===== config.mk =====
export PLATFORM = sky130hd
export DESIGN_NAME = ptd_dual_timer
export DESIGN_NICKNAME = d
export VERILOG_FILES = /design/src/rtl/ptd_pkg.sv /design/src/rtl/ptd_prescaler.sv /design/src/rtl/ptd_channel.sv /design/src/rtl/ptd_dual_timer.sv
export SDC_FILE = /design/constraint.sdc
export NUM_CORES = 1
export LEC_CHECK = 0
export BUFFER_PORTS_ARGS = -buffer_cell sky130_fd_sc_hd__buf_4
export CAP_MARGIN = 20
export CORE_UTILIZATION = 43
export CTS_CLUSTER_SIZE = 12
export DETAILED_ROUTE_END_ITERATION = 7
export GPL_ROUTABILITY_DRIVEN = 0
export GPL_TIMING_DRIVEN = 0
export PLACE_DENSITY_LB_ADDON = 0.15
export SLEW_MARGIN = 10
export SYNTH_ARGS = -nofsm -noshare
export SYNTH_HDL_FRONTEND = slang
export SYNTH_SLANG_ARGS = --single-unit

===== constraint.sdc =====
create_clock -name clk -period 2.35 [get_ports clk]
set_clock_uncertainty 0.1 [all_clocks]
set_input_delay 0.3525 -clock clk [delete_from_list [all_inputs] [get_ports clk]]
set_output_delay 0.3525 -clock clk [all_outputs]
set_load 0.01 [all_outputs]

===== src/rtl/ptd_pkg.sv =====
package ptd_pkg;
  localparam int ADDR_W     = 8;
  localparam int DATA_W     = 32;
  localparam int PS_W       = 16;
  localparam int CTL_W      = 4;

  localparam logic [ADDR_W-1:0] OFF_PS_VAL  = 8'h60;
  localparam logic [ADDR_W-1:0] OFF_PS_RLD  = 8'h64;
  localparam logic [ADDR_W-1:0] OFF_T_BASE  = 8'h40;
  localparam logic [ADDR_W-1:0] OFF_T_STEP  = 8'h10;
  localparam logic [ADDR_W-1:0] OFF_T_CNT   = 8'h00;
  localparam logic [ADDR_W-1:0] OFF_T_RLD   = 8'h04;
  localparam logic [ADDR_W-1:0] OFF_T_CTL   = 8'h08;

  localparam logic [CTL_W-1:0] CTL_KEEP = 4'hB;
  localparam int CTL_EN   = 0;
  localparam int CTL_AUTO = 1;
  localparam int CTL_LOAD = 2;
endpackage


===== src/rtl/ptd_prescaler.sv =====
module ptd_prescaler #(
  parameter int PS_W = 16
) (
  input  logic            clk,
  input  logic            rst_n,
  input  logic            rld_we,
  input  logic [PS_W-1:0] rld_wdata,
  output logic [PS_W-1:0] cnt_o,
  output logic [PS_W-1:0] rld_o,
  output logic            tick_o
);
  logic [PS_W-1:0] cnt_q, rld_q;

  assign tick_o = (cnt_q == '0);
  assign cnt_o  = cnt_q;
  assign rld_o  = rld_q;

  always_ff @(posedge clk or negedge rst_n) begin
    if (!rst_n) begin
      rld_q <= '1;
      cnt_q <= '1;
    end else if (rld_we) begin
      rld_q <= rld_wdata;
      cnt_q <= rld_wdata;
    end else if (tick_o) begin
      cnt_q <= rld_q;
    end else begin
      cnt_q <= cnt_q - 1'b1;
    end
  end


  ps_in_range_chk: assert property (@(posedge clk) disable iff (!rst_n)
    cnt_q <= rld_q);


  ps_wrap_chk: assert property (@(posedge clk) disable iff (!rst_n)
    (tick_o && !rld_we) |=> (cnt_q == $past(rld_q)));
endmodule


===== src/rtl/ptd_channel.sv =====
module ptd_channel
  import ptd_pkg::*;
#(
  parameter int DW = 32
) (
  input  logic             clk,
  input  logic             rst_n,
  input  logic             tick,
  input  logic             cnt_we,
  input  logic             rld_we,
  input  logic             ctl_we,
  input  logic [DW-1:0]    wdata,
  output logic [DW-1:0]    cnt_o,
  output logic [DW-1:0]    rld_o,
  output logic [CTL_W-1:0] ctl_o,
  output logic             irq_o
);
  logic [DW-1:0]    cnt_q, rld_q;
  logic [CTL_W-1:0] ctl_q;
  logic             irq_q;
  logic             load_now, step, wrap;

  assign load_now = ctl_we && wdata[CTL_LOAD];
  assign step     = tick && ctl_q[CTL_EN];
  assign wrap     = step && (cnt_q == '0) && !cnt_we && !load_now;

  always_ff @(posedge clk or negedge rst_n) begin
    if (!rst_n) begin
      cnt_q <= '1;
      rld_q <= '1;
      ctl_q <= '0;
      irq_q <= 1'b0;
    end else begin
      irq_q <= wrap;
      if (rld_we) rld_q <= wdata;
      if (ctl_we) ctl_q <= wdata[CTL_W-1:0] & CTL_KEEP;
      if (cnt_we)            cnt_q <= wdata;
      else if (load_now)     cnt_q <= rld_q;
      else if (step) begin
        if (cnt_q == '0)     cnt_q <= ctl_q[CTL_AUTO] ? rld_q : '1;
        else                 cnt_q <= cnt_q - 1'b1;
      end
    end
  end

  assign cnt_o = cnt_q;
  assign rld_o = rld_q;
  assign ctl_o = ctl_q;
  assign irq_o = irq_q;


  hold_when_off_chk: assert property (@(posedge clk) disable iff (!rst_n)
    (!ctl_q[CTL_EN] && !cnt_we && !load_now) |=> (cnt_q == $past(cnt_q)));


  irq_source_chk: assert property (@(posedge clk) disable iff (!rst_n)
    $rose(irq_q) |-> $past(tick && ctl_q[CTL_EN]));


  auto_reload_chk: assert property (@(posedge clk) disable iff (!rst_n)
    (wrap && ctl_q[CTL_AUTO] && !rld_we) |=> (cnt_q == rld_q));


  cnt_write_wins_chk: assert property (@(posedge clk) disable iff (!rst_n)
    cnt_we |=> (cnt_q == $past(wdata) && !irq_q));
endmodule


===== src/rtl/ptd_dual_timer.sv =====
module ptd_dual_timer
  import ptd_pkg::*;
#(
  parameter int NTMR = 2
) (
  input  logic              clk,
  input  logic              rst_n,
  input  logic              wr_en,
  input  logic [ADDR_W-1:0] wr_addr,
  input  logic [DATA_W-1:0] wr_data,
  input  logic [ADDR_W-1:0] rd_addr,
  output logic [DATA_W-1:0] rd_data,
  output logic [NTMR-1:0]   irq
);
  logic            tick;
  logic [PS_W-1:0] ps_cnt, ps_rld;

  logic [DATA_W-1:0] t_cnt [NTMR];
  logic [DATA_W-1:0] t_rld [NTMR];
  logic [CTL_W-1:0]  t_ctl [NTMR];

  ptd_prescaler #(.PS_W(PS_W)) u_ps (
    .clk       (clk),
    .rst_n     (rst_n),
    .rld_we    (wr_en && (wr_addr == OFF_PS_RLD)),
    .rld_wdata (wr_data[PS_W-1:0]),
    .cnt_o     (ps_cnt),
    .rld_o     (ps_rld),
    .tick_o    (tick)
  );

  for (genvar g = 0; g < NTMR; g++) begin : g_tmr
    localparam logic [ADDR_W-1:0] BASE = OFF_T_BASE + ADDR_W'(g) * OFF_T_STEP;
    ptd_channel #(.DW(DATA_W)) u_ch (
      .clk    (clk),
      .rst_n  (rst_n),
      .tick   (tick),
      .cnt_we (wr_en && (wr_addr == BASE + OFF_T_CNT)),
      .rld_we (wr_en && (wr_addr == BASE + OFF_T_RLD)),
      .ctl_we (wr_en && (wr_addr == BASE + OFF_T_CTL)),
      .wdata  (wr_data),
      .cnt_o  (t_cnt[g]),
      .rld_o  (t_rld[g]),
      .ctl_o  (t_ctl[g]),
      .irq_o  (irq[g])
    );
  end

  always_comb begin
    rd_data = '0;
    if (rd_addr == OFF_PS_VAL) rd_data = DATA_W'(ps_cnt);
    if (rd_addr == OFF_PS_RLD) rd_data = DATA_W'(ps_rld);
    for (int i = 0; i < NTMR; i++) begin
      if (rd_addr == OFF_T_BASE + ADDR_W'(i) * OFF_T_STEP + OFF_T_CNT) rd_data = t_cnt[i];
      if (rd_addr == OFF_T_BASE + ADDR_W'(i) * OFF_T_STEP + OFF_T_RLD) rd_data = t_rld[i];
      if (rd_addr == OFF_T_BASE + ADDR_W'(i) * OFF_T_STEP + OFF_T_CTL) rd_data = DATA_W'(t_ctl[i]);
    end
  end


  ctl_bit2_clear_chk: assert property (@(posedge clk) disable iff (!rst_n)
    (rd_addr == OFF_T_BASE + OFF_T_CTL) |-> (rd_data[CTL_LOAD] == 1'b0));
endmodule


==> metrics.yaml, run 1 <==
status:
  outcome: "complete, but fails checks"
  violations: "negative setup slack"
worst_setup_path:
  path_max_fanout: 10
  ff2ff_path_depth: 6
  required_ns: 2.62
  critPathLaunchType: "flip-flop"
  ff2ff_setup_slack_ns: -0.31
  timing.rr.start: "g_tmr[0].u_ch.cnt_o[16]"
  cp_cell_sequence: "or3_4, or4_4, buf_2, nor4_1, nand3_1, nor2_1"
  cp_data_arrival_time_ns: 2.93
  path_class: "reg -> reg"
  cpPeakStageDelay_ns: 0.66
  endpoint_kind: "flip-flop"
  crit_family: "simple AND/OR/NAND/NOR gates"
  startpoint: "g_tmr[0].u_ch.cnt_o[16]"
  r2r_end: "g_tmr[0].u_ch.irq_o"
  worst-path-buf-inv: 1
  critPathSlowestCell: "nor4_1"
run:
  maxCapViolCount: 0
pwr:
  power.total_mw: 10.41
  power.leakage_nw: 5.489
  power_density_nw_per_um2: 777.0
  irDropWorstVdd_uv: 384.1
finish:
  drive_gt1_share_pct: 45.08
  n_antenna_cell: 0
  syn_to_final_growth_pct: 31.11
  fill_cells: 2113
  fin_nets: 1293
die:
  rows: 56
  die_h_um: 156.2
  core_area_um2: 23400
  die_area_um2: 24380
  pin_count: 85
  initial_core_util_pct: 43.66
  die_w_um: 156.2
route:
  via_per_inst: 6.386
  vias: 10013
  drc: 0
  wire_per_inst_um: 24.56
  wirelength_um: 38510
  ant_nets: 0
  firstDrtPassIters: 6
  drtIter0Drc: 959
global_route:
  grt_pass1_wl_um: 57990
  grt_pass1_vias: 9620
  grt_start_max_net_pins: 112
  grt_overflow: 0
  antenna_found_initial: 0
  track_usage_pct: 31.83
synth:
  synth.ff_latch_count: 168
  ys_seq_area_share_pct: 43.10
  synth_edf_count: 0
  synth_largest_area_cell: "dfstp_2"
  synth_flop_cell: "dfstp_2"
  synth-warning-count: 0
  syn_inst: 1084
  syn_nets: 1141
  ys_types: 61
  synth_top_cell_area_share_pct: 41.14
  avgSynthCellArea_um2: 9.427
  netlist_area_um2: 10220
  async_flop_share_pct: 100.0
  synth.top_cells.by_area: "dfstp_2, mux2_2, a22oi_1"
timing:
  period_minus_slack_ns: 2.660
  drv_slew: 0
  tightest_slew_ns: 0.8527
  layout_setup_ws_ns: -0.3103
  hold_violations: 0
  tns_ns: -7.147
  timing.fmax_mhz: 375.9
  rsz0062_at_grt: "yes"
  slew_headroom_pct: 43.15
  post-route-period-util_pct: 113.2
  setup_viol: 59
worst_hold_path:
  min_from: "wr_data[8]"
  hold_end: "u_ps.rld_o[8]"
  hold_path.class: "in -> reg"
  hold_depth: 3
place:
  placement.io_buffers: 80
  dp_hpwl_um: 26120
clock_network:
  cts_sinks: 168
  cts_tree: "yes"
  clk_latency_ns: 0.45
  clkTransAtPathRegs_ns: 0.08
  cts_max_level: 4
  root_buffer: "clkbuf_16"
  cts_buffer_depth: 2
  numCtsBuffers: 17
## synth_stat cells, types with 4 or more instances
cell type  count
xnor2_1       12
or4_1          6
and3_1         4
xor2_1        45
a221oi_1       4
o221ai_1      13
nor4_2         4
nand2_1      113
inv_1         15
buf_2          6
or2_2          4
a21oi_1       32
or3_1         11
a31oi_1        9
buf_4          7
ha_1           6
dfrtp_1        8
nand4_1       12
mux2_2        69
nor4b_1        7
o21ai_0       89
and2_1         6
nand4b_1       5
nand3_1       18
a22oi_1      101
nor2_1        67
nor3_1        30
o22ai_1       49
a22o_1        22
nand2b_1       7
nor4_1        25
dfstp_2      160
clkbuf_1      69
## routing by layer
layer	GRT usage (%)	up-vias	part of all wire, %
met2	49.60	518	46
met3	6.361	119	8.0
met5	0	-	0
li1	-	4407	-
met1	43.44	4969	42
met4	12.18	0	4.0
## worst max path at each step
| stage | cells after the start | endpoint | slack (ns) |
|---|---|---|---|
| after CTS | 9 | g_tmr[0].u_ch.cnt_o[22] | -0.19 |
| after global routing | 9 | g_tmr[0].u_ch.cnt_o[22] | -0.33 |
| final | 6 | g_tmr[0].u_ch.irq_o | -0.31 |
| after detailed placement | 8 | rd_data[21] | -0.96 |
| after global placement | 7 | g_tmr[0].u_ch.cnt_o[31] | -1.28 |
| after floorplan | 8 | g_tmr[0].u_ch.cnt_o[10] | 0.01 |
## kinds of logic (layout without fill, tap and decap cells)
logic type | Yosys count | after routing | synth area share (%)
compound gates | 349 | 349 | 22.62
mux | 72 | 72 | 7.898
fa+ha+maj | 6 | 6 | 0.7346
buf+inv | 98 | 263 | 3.930
simple gates | 334 | 334 | 16.84
flops | 168 | 168 | 43.10
xor+xnor | 57 | 57 | 4.886
## final cells by class
cell class	count	area [um2]	area share, %
buffer	77	565.5	4.221
clock buffer	17	425.4	3.175
clock inverter	15	182.7	1.363
inverter	15	56.30	0.4202
multi-input combinational	818	6082	45.40
sequential	168	4404	32.87
tap	319	399.1	2.979
timing repair buffer	139	1282	9.572
## through the flow
step           utilization, %  instance area [um2]  hold slack (ns)  instances  setup WS, ns
4_1_cts                 54.90                12850          0.04711       1555       -0.1938
3_5_place_dp            48.25                11290           0.2107       1485       -0.9625
6_report                57.25                13400          0.04960       1568       -0.3103
3_3_place_gp            48.05                11250           0.3527       1483        -1.280
2_1_floorplan               -                10250         -0.04309       1084       0.01385
5_1_grt                 57.25                13400          0.06206       1568       -0.3277
## worst reg2reg max path, cell delays in order, from the launching register on
cell     delay (ns)
dfstp_2        0.40
or3_4          0.38
or4_4          0.48
buf_2          0.24
nor4_1         0.66
nand3_1        0.19
nor2_1         0.14
## power breakdown
group	switching [mW]	internal, mW	total [mW]	leakage (nW)
registers	0.509	3.45	3.96	1.76
clock network	1.37	1.62	2.99	0.298
logic	1.90	1.56	3.46	3.43
total	3.78	6.63	10.4	5.49
## repair_timing
| item | in CTS | in global routing |
|---|---|---|
| setup buffers | 36 | 11 |
| cloned | 5 | 3 |
| resized for setup | 171 | 126 |
| hold buffers | 1 | 0 |
| setup endpoints to repair | 158 | 131 |
| endpoints found under the hold margin | 8 | 0 |
| pin swaps | 26 | 54 |
## placed cells by master, fill, tap and decap left out, types with 13 or more instances in the layout
master,netlist,final
a22o_1,22,22
nand2_1,113,105
a21oi_1,32,30
xor2_1,45,45
mux2_2,69,69
nor4_1,25,17
buf_4,7,110
nand3_1,18,15
clkbuf_1,69,27
nor3_1,30,21
a22oi_1,101,82
a22oi_2,0,19
o21ai_0,89,47
buf_6,0,30
o21ai_1,3,41
clkbuf_16,0,21
clkbuf_2,0,13
o22ai_1,49,36
nor2_1,67,61
inv_1,15,15
dfstp_2,160,160
## flip-flops by register name, indices dropped and copies added, names as in the netlist
name,cells
g_tmr.u_ch.cnt_o,64
g_tmr.u_ch.ctl_o,6
g_tmr.u_ch.irq_o,2
g_tmr.u_ch.rld_o,64
u_ps.cnt_o,16
u_ps.rld_o,16
Note: power is estimated with default switching activity, not from simulation.
==> inputs of run 2 (changes only) <==
--- a/config.mk
+++ b/config.mk
@@ -7,6 +7,7 @@
 export LEC_CHECK = 0
 export BUFFER_PORTS_ARGS = -buffer_cell sky130_fd_sc_hd__buf_4
 export CAP_MARGIN = 20
+export CORE_ASPECT_RATIO = 1.2
 export CORE_UTILIZATION = 43
 export CTS_CLUSTER_SIZE = 12
 export DETAILED_ROUTE_END_ITERATION = 7
==> run 2 against run 1 <==
Effect of this change:
- the flow still finishes with violations (negative setup slack)
- routed wire length grew 1.6%
- non-clock buffer count shrank 1
- register-to-register slack gained 0.15 ns
==> metrics.yaml, run 2 (synthesized netlist as in run 1, its figures left out) <==
pwr:
  power_density_nw_per_um2: 767.6  # -1.2%
  irDropWorstVdd_uv: 522.1  # +36%
  power.total_mw: 10.48  # +0.71%
  power.leakage_nw: 5.559  # +1.3%
finish:
  multi_input_area_um2: 6221  # +2.3%
  n_antenna_cell: 0  # unchanged
  fin_nets: 1292  # -0.077%
  layout_commonest_cell: "dfstp_2"
  layout.cells.non_filler: 1563  # -0.32%
  fill_cells: 1959  # -7.3%
  syn_to_final_growth_pct: 33.65
  seqCellArea_um2: 4404  # unchanged
  drive_gt1_share_pct: 46.55  # +1.5 points
  fin_util_pct: 58.67  # +1.4 points
  mostFrequentLayoutCells: "dfstp_2, buf_4, nand2_1, a22oi_1, mux2_2"
global_route:
  grt_pass1_wl_um: 58170  # +0.31%
  track_usage_pct: 32.07  # +0.24 points
  grt_pass1_vias: 9778  # +1.6%
  grt_start_max_net_pins: 100  # -11%
  antenna_found_initial: 0  # unchanged
  grt_overflow: 0  # unchanged
worst_setup_path:
  crit_cells: 8  # +2
  cp_data_arrival_time_ns: 2.76  # -0.17 ns
  cpPeakStageDelay_ns: 0.50  # -0.16 ns
  timing.rr.start: "g_tmr[0].u_ch.cnt_o[16]"
  ff2ff_setup_slack_ns: -0.16  # +0.15 ns
  endpoint_kind: "flip-flop"
  r2r_end: "g_tmr[0].u_ch.cnt_o[12]"
  crit_end: "g_tmr[0].u_ch.cnt_o[12]"
  startpoint: "g_tmr[0].u_ch.cnt_o[16]"
  cp_cell_sequence: "or3_4, or4_4, nor4_4, buf_4, a21oi_4, buf_8, o22ai_4, o21ai_1"
  ff2ff_path_depth: 8  # +2
  path_class: "reg -> reg"
  crit_family: "simple AND/OR/NAND/NOR gates"
  required_ns: 2.60  # -0.02 ns
  critPathSlowestCell: "or4_4"
  critPathLaunchType: "flip-flop"
  path_max_fanout: 7  # -3
  worst-path-buf-inv: 2  # +1
route:
  wire_per_inst_um: 25.03  # +1.9%
  firstDrtPassIters: 6  # unchanged
  drtIter0Drc: 907  # -5.4%
  via_per_inst: 6.360  # -0.40%
  wirelength_um: 39120  # +1.6%
  ant_nets: 0  # unchanged
  drc: 0  # unchanged
  vias: 9941  # -0.72%
timing:
  tightest_slew_ns: 0.7475  # -0.1053 ns
  slew_headroom_pct: 50.17  # +7.0 points
  rsz0062_at_grt: "yes"
  hold_ws_ns: 0.07348  # +0.02388 ns
  timing.fmax_mhz: 398.9  # +6.1%
  drv_slew: 0  # unchanged
  layout_setup_ws_ns: -0.1567  # +0.1536 ns
  hold_violations: 0  # unchanged
  period_minus_slack_ns: 2.507  # -0.1536 ns
  setup_viol: 55  # -6.8%
  post-route-period-util_pct: 106.7  # -6.5 points
clock_network:
  numCtsBuffers: 17  # unchanged
  cts_sinks: 168  # unchanged
  clk_latency_ns: 0.43  # -0.02 ns
  root_buffer: "clkbuf_16"
  cts_buffer_depth: 2  # unchanged
  cts_tree: "yes"
  clkTransAtPathRegs_ns: 0.06  # -0.02 ns
  cts_max_level: 4  # unchanged
place:
  placement.io_buffers: 80  # unchanged
  dp_hpwl_um: 26610  # +1.9%
  pre_cts_slack_ns: -0.9291  # +0.03339 ns
  placed_cells: 1481  # -0.27%
die:
  die_h_um: 170.9  # +9.4%
  die_area_um2: 24390  # about the same
  pin_count: 85  # unchanged
  initial_core_util_pct: 43.90  # +0.23 points
  rows: 61  # +8.9%
  die_w_um: 142.7  # -8.6%
  core_area_um2: 23280  # -0.53%
status:
  violations: "negative setup slack"
  outcome: "complete, but fails checks"
run:
  maxCapViolCount: 0  # unchanged
worst_hold_path:
  hold_path.class: "in -> reg"
## run 2: cell count changes in the layout (fill, tap and decap cells not counted), sizes merged
cell and change:
buf -1, bufbuf -1, clkbuf +6, clkinv +2, clkinvlp +1, inv -8
## run 2: cell type report
cell class / instances / area share (%)
multi-input combinational: 818 / 45.55
sequential: 168 / 32.25
timing repair buffer: 144 / 9.968
buffer: 71 / 4.535
clock buffer: 22 / 3.546
tap: 315 / 2.886
clock inverter: 10 / 0.8520
inverter: 15 / 0.4123
## run 2: worst min-delay path by stage
stage	slack [ns]	depth (start not counted)	end	start
global route	0.08	2	g_tmr[0].u_ch.rld_o[20]	wr_data[20]
CTS	0.06	3	u_ps.rld_o[7]	wr_data[7]
floorplan	-0.04	0	g_tmr[0].u_ch.ctl_o[0]	rst_n
global placement	0.36	2	u_ps.rld_o[7]	u_ps.rld_o[7]
detailed placement	0.27	1	g_tmr[0].u_ch.ctl_o[3]	rst_n
finish	0.07	3	u_ps.rld_o[7]	wr_data[7]
## run 2: per-layer routing
layer / GRT usage (%) / routed length, um
met1: 39.88 / 15410
met2: 53.69 / 19060
met3: 4.282 / 2547
met4: 17.81 / 2115
met5: 0 / 0
## run 2: what timing repair did
item                                    4_1_cts  5_1_grt
endpoints found under the setup margin      158      121
hold endpoints to repair                      8        0
buffers inserted                             28       20
gates cloned                                  4        8
pin swaps                                    40       39
resized for setup                           193      167
hold buffers                                  1        0
## run 2: metrics by stage
step                TNS (ns)  instance area (um2)
finish                -5.108                13660
global route          -7.814                13660
floorplan                  0                10250
global placement     -122.13                11240
CTS                   -5.595                12900
detailed placement   -118.36                11280
## run 2: report_power, final
part           switching [mW]  internal (mW)
sequential              0.562           3.46
combinational            1.95           1.61
clock                    1.22           1.68
total                    3.73           6.75
## run 2: worst register-to-register path, stage by stage, from the launching register on
cell	delay (ns)
dfstp_2	0.38
or3_4	0.39
or4_4	0.50
nor4_4	0.32
buf_4	0.17
a21oi_4	0.14
buf_8	0.20
o22ai_4	0.15
o21ai_1	0.07
